## src/rtl/seqbuf_pkg.sv

```systemverilog
package seqbuf_pkg;
  typedef enum logic {
    ST_IDLE = 1'b0,
    ST_HOLD = 1'b1
  } seqbuf_state_e;
endpackage

```

## src/rtl/seqbuf_lane.sv

```systemverilog
module seqbuf_lane #(
  parameter int LINE_W = 26,
  parameter int DATA_W = 64,
  parameter int DEPTH  = 4,
  parameter int GEN_W  = 2
) (
  input  logic                     clk,
  input  logic                     rst,
  input  logic                     flush,
  input  logic [LINE_W-1:0]        flush_line,
  input  logic                     pop,
  input  logic                     grant,
  input  logic                     rsp_we,
  input  logic [$clog2(DEPTH)-1:0] rsp_slot,
  input  logic [GEN_W-1:0]         rsp_gen,
  input  logic [DATA_W-1:0]        rsp_data,
  output logic                     active,
  output logic                     want,
  output logic                     head_valid,
  output logic                     head_pend,
  output logic [LINE_W-1:0]        head_line,
  output logic [DATA_W-1:0]        head_data,
  output logic [LINE_W-1:0]        req_line,
  output logic [$clog2(DEPTH)-1:0] req_slot,
  output logic [GEN_W-1:0]         cur_gen
);
  localparam int SLOT_W = $clog2(DEPTH);
  localparam int CNT_W  = SLOT_W + 1;

  logic              act_q;
  logic [GEN_W-1:0]  gen_q;
  logic [LINE_W-1:0] nxt_q;
  logic [SLOT_W-1:0] hd_q, tl_q;
  logic [CNT_W-1:0]  cnt_q, cnt_n;
  logic [DEPTH-1:0]  pend_q, pend_n;
  logic [LINE_W-1:0] line_q   [DEPTH];
  logic [DATA_W-1:0] data_mem [DEPTH];
  logic              rsp_ok;

  // a reply lands only if it belongs to the live generation of a waiting slot
  assign rsp_ok = rsp_we && !flush && (rsp_gen == gen_q) && pend_q[rsp_slot];

  always_comb begin
    pend_n = pend_q;
    if (rsp_ok) pend_n[rsp_slot] = 1'b0;
    if (grant)  pend_n[tl_q]     = 1'b1;
    cnt_n = cnt_q;
    if (grant) cnt_n = cnt_n + CNT_W'(1);
    if (pop)   cnt_n = cnt_n - CNT_W'(1);
  end

  always_ff @(posedge clk) begin
    if (rst) begin
      act_q  <= 1'b0;
      gen_q  <= '0;
      nxt_q  <= '0;
      hd_q   <= '0;
      tl_q   <= '0;
      cnt_q  <= '0;
      pend_q <= '0;
    end else if (flush) begin
      act_q  <= 1'b1;
      gen_q  <= gen_q + GEN_W'(1);
      nxt_q  <= flush_line + LINE_W'(1);
      hd_q   <= '0;
      tl_q   <= '0;
      cnt_q  <= '0;
      pend_q <= '0;
    end else begin
      pend_q <= pend_n;
      cnt_q  <= cnt_n;
      if (grant) begin
        tl_q  <= tl_q + SLOT_W'(1);
        nxt_q <= nxt_q + LINE_W'(1);
      end
      if (pop) hd_q <= hd_q + SLOT_W'(1);
    end
  end

  // storage arrays without reset so they can map to RAM
  always_ff @(posedge clk) begin
    if (grant && !flush) line_q[tl_q] <= nxt_q;
  end

  always_ff @(posedge clk) begin
    if (rsp_ok) data_mem[rsp_slot] <= rsp_data;
  end

  assign active     = act_q;
  assign want       = act_q && (cnt_q != CNT_W'(DEPTH));
  assign head_valid = (cnt_q != '0);
  assign head_pend  = pend_q[hd_q];
  assign head_line  = line_q[hd_q];
  assign head_data  = data_mem[hd_q];
  assign req_line   = nxt_q;
  assign req_slot   = tl_q;
  assign cur_gen    = gen_q;
endmodule

```

## src/rtl/seqbuf_rr_arb.sv

```systemverilog
module seqbuf_rr_arb #(
  parameter int N = 4
) (
  input  logic                 clk,
  input  logic                 rst,
  input  logic                 en,
  input  logic [N-1:0]         req,
  output logic [N-1:0]         gnt,
  output logic [$clog2(N)-1:0] gnt_idx,
  output logic                 any
);
  localparam int IW = $clog2(N);

  logic [IW-1:0] last_q;

  always_comb begin
    any     = 1'b0;
    gnt_idx = '0;
    for (int k = 1; k <= N; k++) begin
      if (!any && en && req[(int'(last_q) + k) % N]) begin
        any     = 1'b1;
        gnt_idx = IW'((int'(last_q) + k) % N);
      end
    end
    gnt = any ? (N'(1) << gnt_idx) : '0;
  end

  always_ff @(posedge clk) begin
    if (rst)      last_q <= IW'(N - 1);
    else if (any) last_q <= gnt_idx;
  end
endmodule

```

## src/rtl/seqbuf_lru.sv

```systemverilog
module seqbuf_lru #(
  parameter int N = 4
) (
  input  logic                 clk,
  input  logic                 rst,
  input  logic                 touch,
  input  logic [$clog2(N)-1:0] touch_idx,
  output logic [$clog2(N)-1:0] lru_idx
);
  localparam int IW = $clog2(N);

  logic [IW-1:0] rank_q [N];
  logic [IW-1:0] touched_rank;

  assign touched_rank = rank_q[touch_idx];

  for (genvar i = 0; i < N; i++) begin : g_rank
    always_ff @(posedge clk) begin
      if (rst) begin
        rank_q[i] <= IW'(i);
      end else if (touch) begin
        if (touch_idx == IW'(i))            rank_q[i] <= '0;
        else if (rank_q[i] < touched_rank)  rank_q[i] <= rank_q[i] + IW'(1);
      end
    end
  end

  always_comb begin
    lru_idx = '0;
    for (int i = 0; i < N; i++) begin
      if (rank_q[i] == IW'(N - 1)) lru_idx = IW'(i);
    end
  end
endmodule

```

## src/rtl/seqbuf_top.sv

```systemverilog
module seqbuf_top #(
  parameter int NBUF   = 4,
  parameter int DEPTH  = 4,
  parameter int LINE_W = 26,
  parameter int DATA_W = 64,
  parameter int GEN_W  = 2,
  localparam int BUF_W  = $clog2(NBUF),
  localparam int SLOT_W = $clog2(DEPTH),
  localparam int TAG_W  = BUF_W + SLOT_W + GEN_W
) (
  input  logic              clk,
  input  logic              rst,
  input  logic              miss_valid,
  input  logic [LINE_W-1:0] miss_line,
  output logic              miss_ready,
  output logic              fill_valid,
  output logic [LINE_W-1:0] fill_line,
  output logic [DATA_W-1:0] fill_data,
  output logic              alloc_valid,
  output logic [BUF_W-1:0]  alloc_buf,
  input  logic              mem_idle,
  output logic              mem_req_valid,
  output logic [LINE_W-1:0] mem_req_line,
  output logic [TAG_W-1:0]  mem_req_tag,
  input  logic              mem_rsp_valid,
  input  logic [TAG_W-1:0]  mem_rsp_tag,
  input  logic [DATA_W-1:0] mem_rsp_data
);
  import seqbuf_pkg::*;

  logic [NBUF-1:0]   l_act, l_want, l_hv, l_hp, l_rsp_we;
  logic [NBUF-1:0]   flush_vec, pop_vec, arb_gnt;
  logic [LINE_W-1:0] l_hline    [NBUF];
  logic [LINE_W-1:0] l_req_line [NBUF];
  logic [DATA_W-1:0] l_hdata    [NBUF];
  logic [SLOT_W-1:0] l_req_slot [NBUF];
  logic [GEN_W-1:0]  l_gen      [NBUF];

  logic [BUF_W-1:0]  rsp_buf;
  logic [SLOT_W-1:0] rsp_slot;
  logic [GEN_W-1:0]  rsp_gen;

  assign rsp_buf  = mem_rsp_tag[TAG_W-1 -: BUF_W];
  assign rsp_slot = mem_rsp_tag[GEN_W +: SLOT_W];
  assign rsp_gen  = mem_rsp_tag[GEN_W-1:0];

  for (genvar i = 0; i < NBUF; i++) begin : g_lane
    assign l_rsp_we[i] = mem_rsp_valid && (rsp_buf == BUF_W'(i));
    seqbuf_lane #(
      .LINE_W(LINE_W), .DATA_W(DATA_W), .DEPTH(DEPTH), .GEN_W(GEN_W)
    ) u_lane (
      .clk       (clk),
      .rst       (rst),
      .flush     (flush_vec[i]),
      .flush_line(miss_line),
      .pop       (pop_vec[i]),
      .grant     (arb_gnt[i]),
      .rsp_we    (l_rsp_we[i]),
      .rsp_slot  (rsp_slot),
      .rsp_gen   (rsp_gen),
      .rsp_data  (mem_rsp_data),
      .active    (l_act[i]),
      .want      (l_want[i]),
      .head_valid(l_hv[i]),
      .head_pend (l_hp[i]),
      .head_line (l_hline[i]),
      .head_data (l_hdata[i]),
      .req_line  (l_req_line[i]),
      .req_slot  (l_req_slot[i]),
      .cur_gen   (l_gen[i])
    );
  end

  // ---------------- lookup and allocation control ----------------
  seqbuf_state_e    st_q;
  logic [BUF_W-1:0] hold_q;
  logic [NBUF-1:0]  hit_vec;
  logic             hit_any, free_any;
  logic [BUF_W-1:0] hit_idx, free_idx, lru_idx, alloc_idx, pop_idx, touch_idx;
  logic             do_pop, do_alloc, go_hold, touch;

  always_comb begin
    hit_any  = 1'b0;
    hit_idx  = '0;
    free_any = 1'b0;
    free_idx = '0;
    for (int i = 0; i < NBUF; i++) begin
      hit_vec[i] = l_act[i] && l_hv[i] && (l_hline[i] == miss_line);
      if (!hit_any && hit_vec[i]) begin
        hit_any = 1'b1;
        hit_idx = BUF_W'(i);
      end
      if (!free_any && !l_act[i]) begin
        free_any = 1'b1;
        free_idx = BUF_W'(i);
      end
    end
    alloc_idx = free_any ? free_idx : lru_idx;
  end

  always_comb begin
    do_pop   = 1'b0;
    do_alloc = 1'b0;
    go_hold  = 1'b0;
    pop_idx  = hit_idx;
    if (st_q == ST_HOLD) begin
      pop_idx = hold_q;
      do_pop  = !l_hp[hold_q];
    end else if (miss_valid) begin
      if (hit_any) begin
        if (l_hp[hit_idx]) go_hold = 1'b1;
        else               do_pop  = 1'b1;
      end else begin
        do_alloc = 1'b1;
      end
    end
    touch     = (st_q == ST_IDLE) && miss_valid;
    touch_idx = hit_any ? hit_idx : alloc_idx;
    flush_vec = do_alloc ? (NBUF'(1) << alloc_idx) : '0;
    pop_vec   = do_pop   ? (NBUF'(1) << pop_idx)   : '0;
  end

  seqbuf_lru #(.N(NBUF)) u_lru (
    .clk      (clk),
    .rst      (rst),
    .touch    (touch),
    .touch_idx(touch_idx),
    .lru_idx  (lru_idx)
  );

  always_ff @(posedge clk) begin
    if (rst) begin
      st_q   <= ST_IDLE;
      hold_q <= '0;
    end else if (go_hold) begin
      st_q   <= ST_HOLD;
      hold_q <= hit_idx;
    end else if (st_q == ST_HOLD && do_pop) begin
      st_q   <= ST_IDLE;
    end
  end

  assign miss_ready = (st_q == ST_IDLE);

  always_ff @(posedge clk) begin
    if (rst) begin
      fill_valid  <= 1'b0;
      alloc_valid <= 1'b0;
      alloc_buf   <= '0;
    end else begin
      fill_valid  <= do_pop;
      alloc_valid <= do_alloc;
      if (do_alloc) alloc_buf <= alloc_idx;
    end
  end

  always_ff @(posedge clk) begin
    if (do_pop) begin
      fill_line <= l_hline[pop_idx];
      fill_data <= l_hdata[pop_idx];
    end
  end

  // ---------------- refill requests ----------------
  logic [BUF_W-1:0] gnt_idx;
  logic             gnt_any;

  seqbuf_rr_arb #(.N(NBUF)) u_arb (
    .clk    (clk),
    .rst    (rst),
    .en     (mem_idle),
    .req    (l_want & ~flush_vec),
    .gnt    (arb_gnt),
    .gnt_idx(gnt_idx),
    .any    (gnt_any)
  );

  always_ff @(posedge clk) begin
    if (rst) begin
      mem_req_valid <= 1'b0;
      mem_req_line  <= '0;
      mem_req_tag   <= '0;
    end else begin
      mem_req_valid <= gnt_any;
      if (gnt_any) begin
        mem_req_line <= l_req_line[gnt_idx];
        mem_req_tag  <= {gnt_idx, l_req_slot[gnt_idx], l_gen[gnt_idx]};
      end
    end
  end
endmodule

```

## config.mk

```make
export PLATFORM = sky130hd
export DESIGN_NAME = seqbuf_top
export DESIGN_NICKNAME = d
export VERILOG_FILES = /design/src/rtl/seqbuf_pkg.sv /design/src/rtl/seqbuf_lane.sv /design/src/rtl/seqbuf_rr_arb.sv /design/src/rtl/seqbuf_lru.sv /design/src/rtl/seqbuf_top.sv
export SDC_FILE = /design/constraint.sdc
export NUM_CORES = 2
export LEC_CHECK = 0
export BUFFER_PORTS_ARGS = -buffer_cell sky130_fd_sc_hd__clkbuf_2
export CAP_MARGIN = 20
export CORE_ASPECT_RATIO = 1.4
export CORE_MARGIN = 2
export CORE_UTILIZATION = 55
export DETAILED_ROUTE_END_ITERATION = 8
export GPL_ROUTABILITY_DRIVEN = 0
export PLACE_DENSITY_LB_ADDON = 0.08
export RECOVER_POWER = 50
export SLEW_MARGIN = 30
export SYNTH_ARGS = -nofsm -noshare
export SYNTH_HDL_FRONTEND = slang
export SYNTH_SLANG_ARGS = --single-unit
```

## constraint.sdc

```tcl
create_clock -name clk -period 21.8 [get_ports clk]
set_input_delay 2.18 -clock clk [delete_from_list [all_inputs] [get_ports clk]]
set_output_delay 2.18 -clock clk [all_outputs]
set_load 0.03 [all_outputs]
```

==> flow_summary_export.csv <==
group,metric,value,unit
setup_path,cp_max_fo,44,
cells_and_area,drive_gt1_share,15.9,%
setup_path,cp-end-kind,"flop",
placement,port_buffers,228,
setup_path,timing.rr.end,"mem_req_line[20]",
detailed_routing,wl,225,mm
cells_and_area,nFillCells,10100,
cells_and_area,synthToLayoutAreaGrowth,11.5,%
grt,grt_use_total,33.5,%
clock_network,cts.sinks,1748,
clock_network,htree_levels,4,
cells_and_area,fin_nets,5036,
yosys,synth_area_leaders,"edfxtp_1 63%, mux4_2 11%, dfxtp_1 5.8%",
floorplanning,num_rows,158,
setup_path,cpPeakStageDelay,2.31,ns
cells_and_area,final_util,61.5,%
clock_network,ctsResizeCount,0,
sta,drv_slew,468,
setup_path,r2r_cells,15,
detailed_routing,ant_nets,0,
yosys,yosysTopAreaCell,"edfxtp_1",
clock_network,cts_tree,"built",
setup_path,startpoint_type,"flop",
sta,fmax,72.2,MHz
setup_path,crit_chain,"clkbuf_1 -> inv_1 -> mux2_1 -> xnor2_1 -> nor4bb_1 -> nand3b_1 -> o2111ai_1 -> nor2_1 -> o32ai_1 -> o21ba_1 -> a2111oi_0 -> nor2_1 -> nand2_2 -> a21oi_1 -> a211o_1",
clock_network,clk_pin_slew,0.07,ns
floorplanning,fp.coreArea,132000,um^2
yosys,ys.flop_type,"edfxtp_1",
clock_network,clockBufferDepth,3,
detailed_routing,first_pass_iters,8,
setup_path,cp.arrival,14.56,ns
setup_path,crit_type,"flop to flop",
sta,final.setup_skew,0.0379,ns
clock_network,insertion_delay,0.82,ns
clock_network,ctsHoldBuffers,0,
flow_run,cap_violations,15,
run_status,failed_checks,"capacitance limit, slew limit",
grt,grt_antenna_before_repair,23,
hold_path,whs_path_depth,2,
sta,max_slew_margin,-193,%
floorplanning,fp.dieW,312,um
sta,hold_ws,0.496,ns
grt,grt_pass1_vias,44000,
yosys,synthesis.nets,4811,
yosys,ys_warn_count,0,
cells_and_area,layout_common_cells,"1,538 x edfxtp_1, 699 x nand2_1, 352 x mux4_2",
yosys,synth.avg_cell_area,15.6,um^2
hold_path,hold_path_class,"flop to flop",
run_status,status,"finished with violations",
sta,fin_crit_sh,63.6,%
yosys,synth_top_area_share,63.4,%
detailed_routing,vias,44800,
sta,hold_violations,0,
clock_network,cts_setup_buffers,0,
sta,layout_min_cycle_time,13.86,ns
floorplanning,initial_core_util,55.2,%
sta,rsz0062_at_grt,"false",
floorplanning,fp.dieArea,135000,um^2
yosys,syn_inst,4670,
hold_path,hold_path_end,"g_lane[0].u_lane.pend_q[2]",
setup_path,cp_slowest_cell,"nor2_1",
sta,final-setup-viol-count,0,
floorplanning,boundaryPins,229,
hold_path,min-delay-start,"g_lane[0].u_lane.pend_q[2]",
yosys,syn_area,72900,um^2
power,ir_worst_vdd,80.7,uV
power,p_per_area,83.9,nW/um^2
yosys,seq_area_frac_synth,69.1,%
yosys,synth-async-reset-ratio,0,%
grt,overflow,0,
grt,grt_max_degree,148,
detailed_routing,wl_per_cell,33.1,um
yosys,synth_cell_types,101,
sta,fin_setup_tns,0,ns
detailed_routing,drc,0,
placement,dp_hpwl,142,mm
detailed_routing,vias_per_cell,6.59,
grt,grt_pass1_wl,320,mm
clock_network,cts_buffers,163,
setup_path,r2r_slack,7.94,ns
yosys,ys_ff_latch,1748,
yosys,synth_edf_count,1538,
power,power_leakage,25.6,nW
detailed_routing,drtIter0Drc,5858,
sta,worst_pin_slew,4.39,ns
clock_network,cts-root-buf,"clkbuf_16",
setup_path,crit_path_frequent_cell,"nor2_1",
setup_path,required,22.50,ns
cells_and_area,final_common_cell,"edfxtp_1",
floorplanning,die_h,435,um
==> cell usage after synthesis (6+ instances only) <==
cell type and instances:
buf_4 11, a211oi_1 20, a211o_1 30, dfxtp_1 210, a221o_1 7, nand2b_1 36, buf_2 38, clkbuf_1 188
mux2_2 11, nand2_1 702, buf_6 6, o22ai_1 28, nor2_1 167, o311ai_1 14, nand3_1 64, o41ai_1 6
nand4_1 33, and3_1 164, xnor2_1 121, or3_1 13, buf_1 18, o21ai_1 28, xor2_1 44, o2111ai_1 6
a31oi_1 96, and3b_1 7, mux4_2 352, mux2i_1 80, nor4b_1 7, nor2b_1 19, nor3_1 45, edfxtp_1 1538
o31ai_1 14, a21o_1 16, ha_1 40, and2_1 11, o21ai_0 87, o211ai_1 12, inv_1 83, a221oi_1 20
a21oi_1 136, or2_2 7, a32oi_1 6, nor4_1 12
==> through the flow <==
stage	power [W]	setup slack [ns]	instance area (um^2)	cells
after floorplan	0.00388	8.25	72900	4670
after global placement	0.00401	13.96	76000	6483
after detailed placement	0.00402	14.09	76200	6487
after CTS	0.00684	14.33	81500	6787
after global routing	0.00698	6.93	81200	6796
final	0.00682	7.94	81200	6799
==> kinds of logic (layout without fill, tap and decap cells) <==
logic type | count (synthesis) | in the layout | share of synthesized area (%)
other | 0 | 9 | 0
and+or+nand+nor | 1323 | 1323 | 8.35
muxes | 444 | 444 | 12.2
xor gates and xnor gates | 167 | 167 | 2.03
AOI/OAI and AO/OA | 602 | 602 | 5.66
DFF | 1748 | 1748 | 69.1
adders and majority gates | 40 | 40 | 0.687
buffers and inverters | 346 | 706 | 1.97
==> worst max path at each step <==
stage | from | end | slack (ns) | cells after the start
floorplan | miss_line[1] | g_lane[2].u_lane.cnt_q[2] | 8.25 | 14
global placement | miss_line[22] | g_lane[3].u_lane.line_q[1][18] | 13.96 | 14
detailed placement | miss_line[0] | g_lane[2].u_lane.data_mem[3][49] | 14.09 | 11
CTS | flop | g_lane[3].u_lane.req_line[11] | 14.33 | 16
global route | flop | mem_req_line[20] | 6.93 | 15
finish | flop | mem_req_line[20] | 7.94 | 15
==> where the power goes <==
| part | switching (W) | internal, W |
|---|---|---|
| Combinational | 0.000198 | 0.0000692 |
| Clock | 0.00124 | 0.00162 |
| Sequential | 0.0000372 | 0.00365 |
| Total | 0.00148 | 0.00534 |
==> critical path: cells and delay by family (launching register included) <==
| kind | cells | cell delay [ns] |
|---|---|---|
| AOI/OAI and AO/OA | 6 | 3.48 |
| xor gates and xnor gates | 1 | 0.34 |
| buffers and inverters | 2 | 3.45 |
| DFF | 1 | 2.25 |
| muxes | 1 | 0.73 |
| and+or+nand+nor | 5 | 3.44 |
==> area by class of cell <==
| cell class | instances | area [um^2] | share of cell area [%] |
|---|---|---|---|
| antenna | 9 | 22.5 | 0.0277 |
| timing repair buffer | 321 | 1720 | 2.12 |
| inverter | 85 | 319 | 0.393 |
| multi-input combinational | 2576 | 21200 | 26.1 |
| sequential | 1748 | 50400 | 62.1 |
| clock inverter | 90 | 905 | 1.11 |
| tap | 1760 | 2200 | 2.71 |
| clock buffer | 210 | 4430 | 5.45 |
==> layer usage <==
layer | track usage (%) | vias to the layer above | share of wire [%]
met3 | 8.42 | 778 | 9.3
met5 | 0 | - | 0.066
met1 | 39.4 | 22800 | 34
met4 | 24.1 | 22 | 8.5
met2 | 53.8 | 2579 | 48
li1 | - | 18600 | -
==> state kept, by name, summed over array words and instances (netlist names), 2 cells and up, named ones only <==
signal and cells:
mem_req_tag 6, u_arb.last_q 2, fill_line 26, g_lane.u_lane.line_q 416
fill_data 64, mem_req_line 26, g_lane.u_lane.hd_q 8, u_lru.rank_q 8
g_lane.u_lane.data_mem 1024, g_lane.u_lane.cnt_q 12, g_lane.u_lane.cur_gen 8, g_lane.u_lane.active 4
hold_q 2, g_lane.u_lane.req_line 104, g_lane.u_lane.req_slot 8, alloc_buf 2
g_lane.u_lane.pend_q 16
(Power assumes the default switching activity.)
